[src/rtl/ws_pkg.sv]
package ws_pkg;
  localparam int unsigned WAIT_W = 3;

  typedef enum logic {
    DIR_WRITE = 1'b0,
    DIR_READ  = 1'b1
  } bus_dir_e;

  typedef struct packed {
    logic rd_n;
    logic wr_n;
  } strobe_t;
endpackage

[src/rtl/ws_wait_counter.sv]
module ws_wait_counter #(
  parameter int unsigned CNT_W = 3
) (
  input  logic             clk,
  input  logic             rst_n,
  input  logic             bypass,
  input  logic             wait_req,
  input  logic [CNT_W-1:0] wait_len,
  output logic             busy
);
  localparam logic [CNT_W-1:0] CNT_ZERO = '0;
  localparam logic [CNT_W-1:0] CNT_ONE  = CNT_W'(1);

  logic [CNT_W-1:0] cnt_q;
  logic [CNT_W-1:0] cnt_d;
  logic             cnt_en;

  // next state: bypass clears, running count steps down, idle count may load
  always_comb begin
    cnt_d  = cnt_q;
    cnt_en = 1'b0;
    if (bypass) begin
      cnt_d  = CNT_ZERO;
      cnt_en = (cnt_q != CNT_ZERO);
    end else if (cnt_q != CNT_ZERO) begin
      cnt_d  = cnt_q - CNT_ONE;
      cnt_en = 1'b1;
    end else if (wait_req) begin
      cnt_d  = wait_len;
      cnt_en = 1'b1;
    end
  end

  always_ff @(posedge clk or negedge rst_n) begin
    if (!rst_n) begin
      cnt_q <= CNT_ZERO;
    end else if (cnt_en) begin
      cnt_q <= cnt_d;
    end
  end

  assign busy = (cnt_q != CNT_ZERO);

  // a running count only steps down by one, never reloads
  p_count_down_r9: assert property (@(posedge clk) disable iff (!rst_n)
    (busy && !bypass) |=> (cnt_q == $past(cnt_q) - CNT_ONE));

  // bypass leaves no wait pending
  p_bypass_clear_r2: assert property (@(posedge clk) disable iff (!rst_n)
    bypass |=> !busy);
endmodule

[src/rtl/ws_ready_ctl.sv]
module ws_ready_ctl (
  input  logic halt,
  input  logic bypass,
  input  logic busy,
  output logic ready
);
  // halt wins over bypass; bypass hides the counter
  always_comb begin
    if (halt) begin
      ready = 1'b0;
    end else if (bypass) begin
      ready = 1'b1;
    end else begin
      ready = !busy;
    end
  end
endmodule

[src/rtl/ws_strobe_gen.sv]
module ws_strobe_gen
  import ws_pkg::*;
(
  input  logic    phi,
  input  logic    rw,
  input  logic    ready,
  input  logic    bypass,
  output strobe_t strobe
);
  logic hold_open;   // ready seen by the strobe path, forced high under bypass
  logic active;
  bus_dir_e dir;

  always_comb begin
    dir       = bus_dir_e'(rw);
    hold_open = ready | bypass;
    active    = phi | !hold_open;
    strobe.rd_n = !(active && (dir == DIR_READ));
    strobe.wr_n = !(active && (dir == DIR_WRITE));
  end
endmodule

[src/rtl/ws_bus_ctl.sv]
module ws_bus_ctl
  import ws_pkg::*;
#(
  parameter int unsigned CNT_W = WAIT_W
) (
  input  logic             clk,
  input  logic             rst_n,
  input  logic             phi,
  input  logic             rw,
  input  logic             wait_req,
  input  logic [CNT_W-1:0] wait_len,
  input  logic             bypass,
  input  logic             halt,
  output logic             ready,
  output logic             rd_n,
  output logic             wr_n
);
  logic    busy;
  strobe_t strobe;

  ws_wait_counter #(.CNT_W(CNT_W)) u_cnt (
    .clk      (clk),
    .rst_n    (rst_n),
    .bypass   (bypass),
    .wait_req (wait_req),
    .wait_len (wait_len),
    .busy     (busy)
  );

  ws_ready_ctl u_rdy (
    .halt   (halt),
    .bypass (bypass),
    .busy   (busy),
    .ready  (ready)
  );

  ws_strobe_gen u_stb (
    .phi    (phi),
    .rw     (rw),
    .ready  (ready),
    .bypass (bypass),
    .strobe (strobe)
  );

  assign rd_n = strobe.rd_n;
  assign wr_n = strobe.wr_n;

  p_driven_r1: assert property (@(posedge clk) disable iff (!rst_n)
    !$isunknown({ready, rd_n, wr_n}));

  p_bypass_high_r2: assert property (@(posedge clk) disable iff (!rst_n)
    (bypass && !halt) |-> ready);

  p_halt_low_r3: assert property (@(posedge clk) disable iff (!rst_n)
    halt |-> !ready);

  p_exclusive_r5: assert property (@(posedge clk) disable iff (!rst_n)
    $countones({rd_n, wr_n}) >= 1);

  p_stretch_r6: assert property (@(posedge clk) disable iff (!rst_n)
    (!ready && !bypass) |-> (rw ? !rd_n : !wr_n));

  p_follow_phase_r7: assert property (@(posedge clk) disable iff (!rst_n)
    (bypass && !phi) |-> (rd_n && wr_n));

  p_wait_start_r8: assert property (@(posedge clk) disable iff (!rst_n)
    (ready && wait_req && !bypass && !halt && (wait_len != '0)) |=> !ready);
endmodule

[config.mk]
export PLATFORM = sky130hd
export DESIGN_NAME = ws_bus_ctl
export DESIGN_NICKNAME = d
export VERILOG_FILES = /design/src/rtl/ws_pkg.sv /design/src/rtl/ws_wait_counter.sv /design/src/rtl/ws_ready_ctl.sv /design/src/rtl/ws_strobe_gen.sv /design/src/rtl/ws_bus_ctl.sv
export SDC_FILE = /design/constraint.sdc
export NUM_CORES = 1
export LEC_CHECK = 0
export BUFFER_PORTS_ARGS = -buffer_cell sky130_fd_sc_hd__clkbuf_2
export CORE_AREA = 5 5 42 44
export DETAILED_ROUTE_END_ITERATION = 10
export DIE_AREA = 0 0 47 49
export PLACE_DENSITY = 0.47
export RECOVER_POWER = 100
export SYNTH_ARGS = -nofsm -noshare
export SYNTH_HDL_FRONTEND = slang
export SYNTH_SLANG_ARGS = --single-unit
[constraint.sdc]
create_clock -name clk -period 1.2 [get_ports clk]
set_input_delay 0.06 -clock clk [delete_from_list [all_inputs] [get_ports clk]]
set_output_delay 0.06 -clock clk [all_outputs]
set_load 0.05 [all_outputs]
Yosys cells after proc, flatten, opt, wreduce, memory -nomap -nowiden
Cells that the tools add are included.

Register bits: 3. Word-level logic and storage cells: 22. Input bits: 10. Output and inout port bits: 3.

Add/sub/neg operators: 1. Multiplexer cells: 8. Reduce and logical (&&, ||, !) cells: 9. Bitwise operators: 3.

Operator list (number): $mux 3 (3); $reduce_bool 3->1 (2); $mux 1 (5); $logic_not 1->1 (4); $sub 3x1->3 const B (1); $logic_and 1x1->1 (2); $or 1x1->1 (2); $reduce_and 2->1 (1); $not 1->1 (1).

Logic depth before layout (Yosys ltp)
Depth in word-level cells: 9. Depth in mapped cells: 5. Gate-level depth less buffers: 5.

Hierarchy
From an unflattened synthesis, not the netlist that was laid out.

Cell total of the unflattened synthesis: 25. Area, all modules: 239.0 µm².

Modules (own cells, without submodules): ws_wait_counter (instances 1, seq. area each 75.1 µm², cells an instance 20, area each 197.7 µm²); ws_strobe_gen (instances 1, seq. area each 0.0 µm², cells an instance 3, area each 28.8 µm²); ws_ready_ctl (instances 1, seq. area each 0.0 µm², cells an instance 2, area each 12.5 µm²).

Least setup slack after synthesis
OpenSTA, ideal clock, no wires.

Path type: register to output. From: register u_cnt.cnt_q[0]. To: output port ready. Required time: 1.140 ns. Buffers on the path: 0. Data arrival time: 1.487 ns. Stages on the path, launching flop included: 6. Slack: -0.347 ns. Cells stage by stage: dfrtp_1 -> inv_1 -> ha_1 -> nor2b_1 -> nor2_1 -> nor2_1.

Cells in the longest elaborated chain, start to end: 4.

RTL lines: from (decl) (RTL line ws_wait_counter.sv:14) `logic [CNT_W-1:0] cnt_q;`; from (signal assigned) (RTL line ws_wait_counter.sv:38) `cnt_q <= cnt_d;`; $reduce_bool 3->1 (RTL line ws_wait_counter.sv:42) `assign busy = (cnt_q != CNT_ZERO);`; $logic_not 1->1 (RTL line ws_ready_ctl.sv:14) `ready = !busy;`; $mux 1 (RTL line ws_ready_ctl.sv:11) `end else if (bypass) begin`; $mux 1 (RTL line ws_ready_ctl.sv:9) `if (halt) begin`; to (decl) (RTL line ws_bus_ctl.sv:14) `output logic ready,`.

Every way passes these cells.

Final worst setup path
From: register u_cnt.cnt_q[1]. To: output port rd_n.

Cells in the longest elaborated chain, start to end: 9.

RTL lines: $reduce_bool 3->1 (RTL line ws_wait_counter.sv:42); $logic_not 1->1 (RTL line ws_ready_ctl.sv:14); $mux 1 (RTL line ws_ready_ctl.sv:11); $mux 1 (RTL line ws_ready_ctl.sv:9); $or 1x1->1 (RTL line ws_strobe_gen.sv:16) `hold_open = ready | bypass;`; $logic_not 1->1 (RTL line ws_strobe_gen.sv:17) `active = phi | !hold_open;`; $or 1x1->1 (RTL line ws_strobe_gen.sv:17); $logic_and 1x1->1 (RTL line ws_strobe_gen.sv:18) `strobe.rd_n = !(active && (dir == DIR_READ));`; $logic_not 1->1 (RTL line ws_strobe_gen.sv:18); to (decl) (RTL line ws_bus_ctl.sv:15) `output logic rd_n,`.

Every way passes these cells.

==> reports/qor.csv <==
metric;value;unit
period utilization;122.0;%
worst skew pair latency;0.23;ns
Clock Sinks;3;
max reg flops;3;
IO Count;13;
Inserted Clock Buffers;3;
Die Y;49;µm
GRT overflow;0;
largest net degree at the start of global routing;7;
area post-placement;359.1;µm²
PD cells;2218;nW/µm²
Min Hold Slack;0.09744;ns
post-route cell area;519.2;µm²
Max stage delay cell, worst path;dfrtp_1;
core area;1401;µm²
Die W;47;µm
Syn Std Cell Area;227.7;µm²
worst path arrival time;1.40;ns
Hold Path Depth;3;
Initial Util;16.25;%
DP HPWL;503.8;µm
worst r2r src;u_cnt.cnt_q[1];
ys flop type;dfrtp_1;
ANT cells;0;
Synth area leader;dfrtp_1;
Max Cap Viol;0;
register area share after synthesis;32.97;%
fill cell count;147;
Slew Viols, Final;0;
drt pass-1 iters;2;
Worst Path Max Fanout;3;
worst vdd ir;0.0008305;V
Critical R2R Capture;u_cnt.cnt_q[0];
Vias/cell;3.985;
top flop regs;u_cnt.cnt_q: 3 flops;
share of cells above drive strength 1;67.31;%
gp weighted congestion;0.6876;
Synth async-reset ratio;100.0;%
Top delay family on crit path;flip-flops;
Iter 0 DRT Violations;1;
Die ar.;2303;µm²
HP Start;wait_len[2];
leakage;0.2473;nW
Critical Path Start;u_cnt.cnt_q[1];
remaining antenna violation count;0;
RSZ-0062 raised after global routing;yes;
Clock transition at path regs;0.04;ns
status;finished with violations;
first-pass GRT wire length;1.214;mm
synthesized net count;39;
Post-synth EDFFs;0;
R2R setup slack;-0.06;ns
post-synth cell types;17;
WL per Instance;10.51;µm
share of the synthesized area in the top cell type;32.97;%
most common cell after layout, fill and taps aside;clkbuf_2;
area delta synth->final;128.0;%
layout net count;65;
crit path buf inv count;2;
Max clock buf depth;2;
FF-to-FF path depth;7;
CP Class;reg2out;
Worst path max stage delay;0.36;ns
failing checks;setup timing;
initial antenna violation count;0;
drc violations;0;
CTS tree;built;
measured slew at the worst slew-check pin;0.2262;ns
CP Data Required Time;1.14;ns
Slew headroom;84.92;%
Highest Clock Rate;683.3;MHz
Cells after Synth;27;
largest register by flop count;u_cnt.cnt_q;
I/O Buffers;12;
GRT Total Usage;7.606;%
Row Count;14;
Min-Delay Path Class;in2reg;
vias in the first global route;289;
Final WS setup;-0.2635;ns
CTS H-Tree Depth;1;
WHS Endpoint;u_cnt.cnt_q[2];
CP Launch Type;flip-flop;
DR vias;271;
Synth Warn #;0;
Final Hold Vio Count;0;
count of final setup violators;5;
Min Clock Period, post-route;1.464;ns
number of synthesized register bits;3;
CTS root buffer;clkbuf_4;
total wire length;715;µm
most frequent cells in the layout;clkbuf_2, buf_4, inv_2, clkbuf_4, dfrtp_1;
syn_area_per_cell;8.434;µm²
ranking of synthesized cells by area;dfrtp_1, ha_1, inv_1;
crit-path cells;inv_2, ha_4, nor3b_4, o21bai_2, nand2_2, clkbuf_16;
crit path capture type;output pin;
Layout Skew;0.0009623;ns
==> stage by stage <==
stage / TNS [ns] / setup slack [ns] / total power [mW] / utilization, % / instances
6_report: -0.8179 / -0.2635 / 1.152 / 37.05 / 68
5_1_grt: -1.263 / -0.3397 / 1.283 / 37.05 / 68
4_1_cts: -0.8483 / -0.2806 / 1.077 / 35.09 / 65
3_5_place_dp: -0.4178 / -0.1273 / 0.6653 / 25.62 / 58
3_3_place_gp: -0.3555 / -0.1125 / 0.6623 / 25.62 / 58
2_1_floorplan: 0 / 0.003545 / 0.5032 / - / 27
==> routing by layer <==
| layer | global-route usage, % | up-vias | share of wire [%] |
|---|---|---|---|
| met3 | 5.535 | 0 | 9.8 |
| met5 | 0 | - | 0 |
| met4 | 4.147 | 0 | 0 |
| met2 | 9.050 | 12 | 44 |
| li1 | - | 144 | - |
| met1 | 9.670 | 115 | 46 |
==> power by group <==
part           internal (mW)  leakage [nW]  switching [mW]
Combinational          0.448         0.194           0.324
Sequential             0.149        0.0383          0.0537
Clock                  0.125        0.0150          0.0528
Total                  0.721         0.247           0.430
==> layout make-up <==
| class | instances | area, µm² | area share (%) |
|---|---|---|---|
| inverter | 4 | 15.01 | 2.892 |
| sequential | 3 | 75.07 | 14.46 |
| tap | 16 | 20.02 | 3.855 |
| timing repair buffer | 21 | 181.4 | 34.94 |
| clock buffer | 4 | 26.28 | 5.060 |
| multi-input combinational | 20 | 201.4 | 38.80 |
==> tightest hold or removal path, stage by stage <==
cell and delay, ns:
clkbuf_2 0.08, nand3_1 0.07, a221oi_1 0.07
==> cell usage after synthesis (all sizes together), types with 2 or more instances <==
master  number
a21oi        2
ha           2
nor2         2
inv          4
nand2b       2
dfrtp        3
nor2b        2
==> how the worst max path moves through the flow <==
stage	depth (start not counted)	end	slack, ns
floorplan	5	rd_n	0.004
global placement	6	rd_n	-0.11
detailed placement	6	rd_n	-0.13
CTS	6	rd_n	-0.28
global route	6	rd_n	-0.34
finish	6	rd_n	-0.26
==> what timing repair did <==
action	4_1_cts	5_1_grt
setup endpoints to repair	5	6
endpoints found under the hold margin	3	0
setup buffers	2	4
hold buffers	1	0
pin swaps	4	1
resized for setup	15	3
==> logic make-up (layout without fill, tap and decap cells) <==
| group | after synthesis | in the layout | share of synthesized area, % |
|---|---|---|---|
| simple gates | 10 | 10 | 24.17 |
| compound gates | 7 | 7 | 20.88 |
| buf+inv | 4 | 29 | 6.591 |
| flops | 3 | 3 | 32.97 |
| fa+ha+maj | 2 | 2 | 10.99 |
| mux | 1 | 1 | 4.396 |
Note: power is estimated with default switching activity, not from simulation.
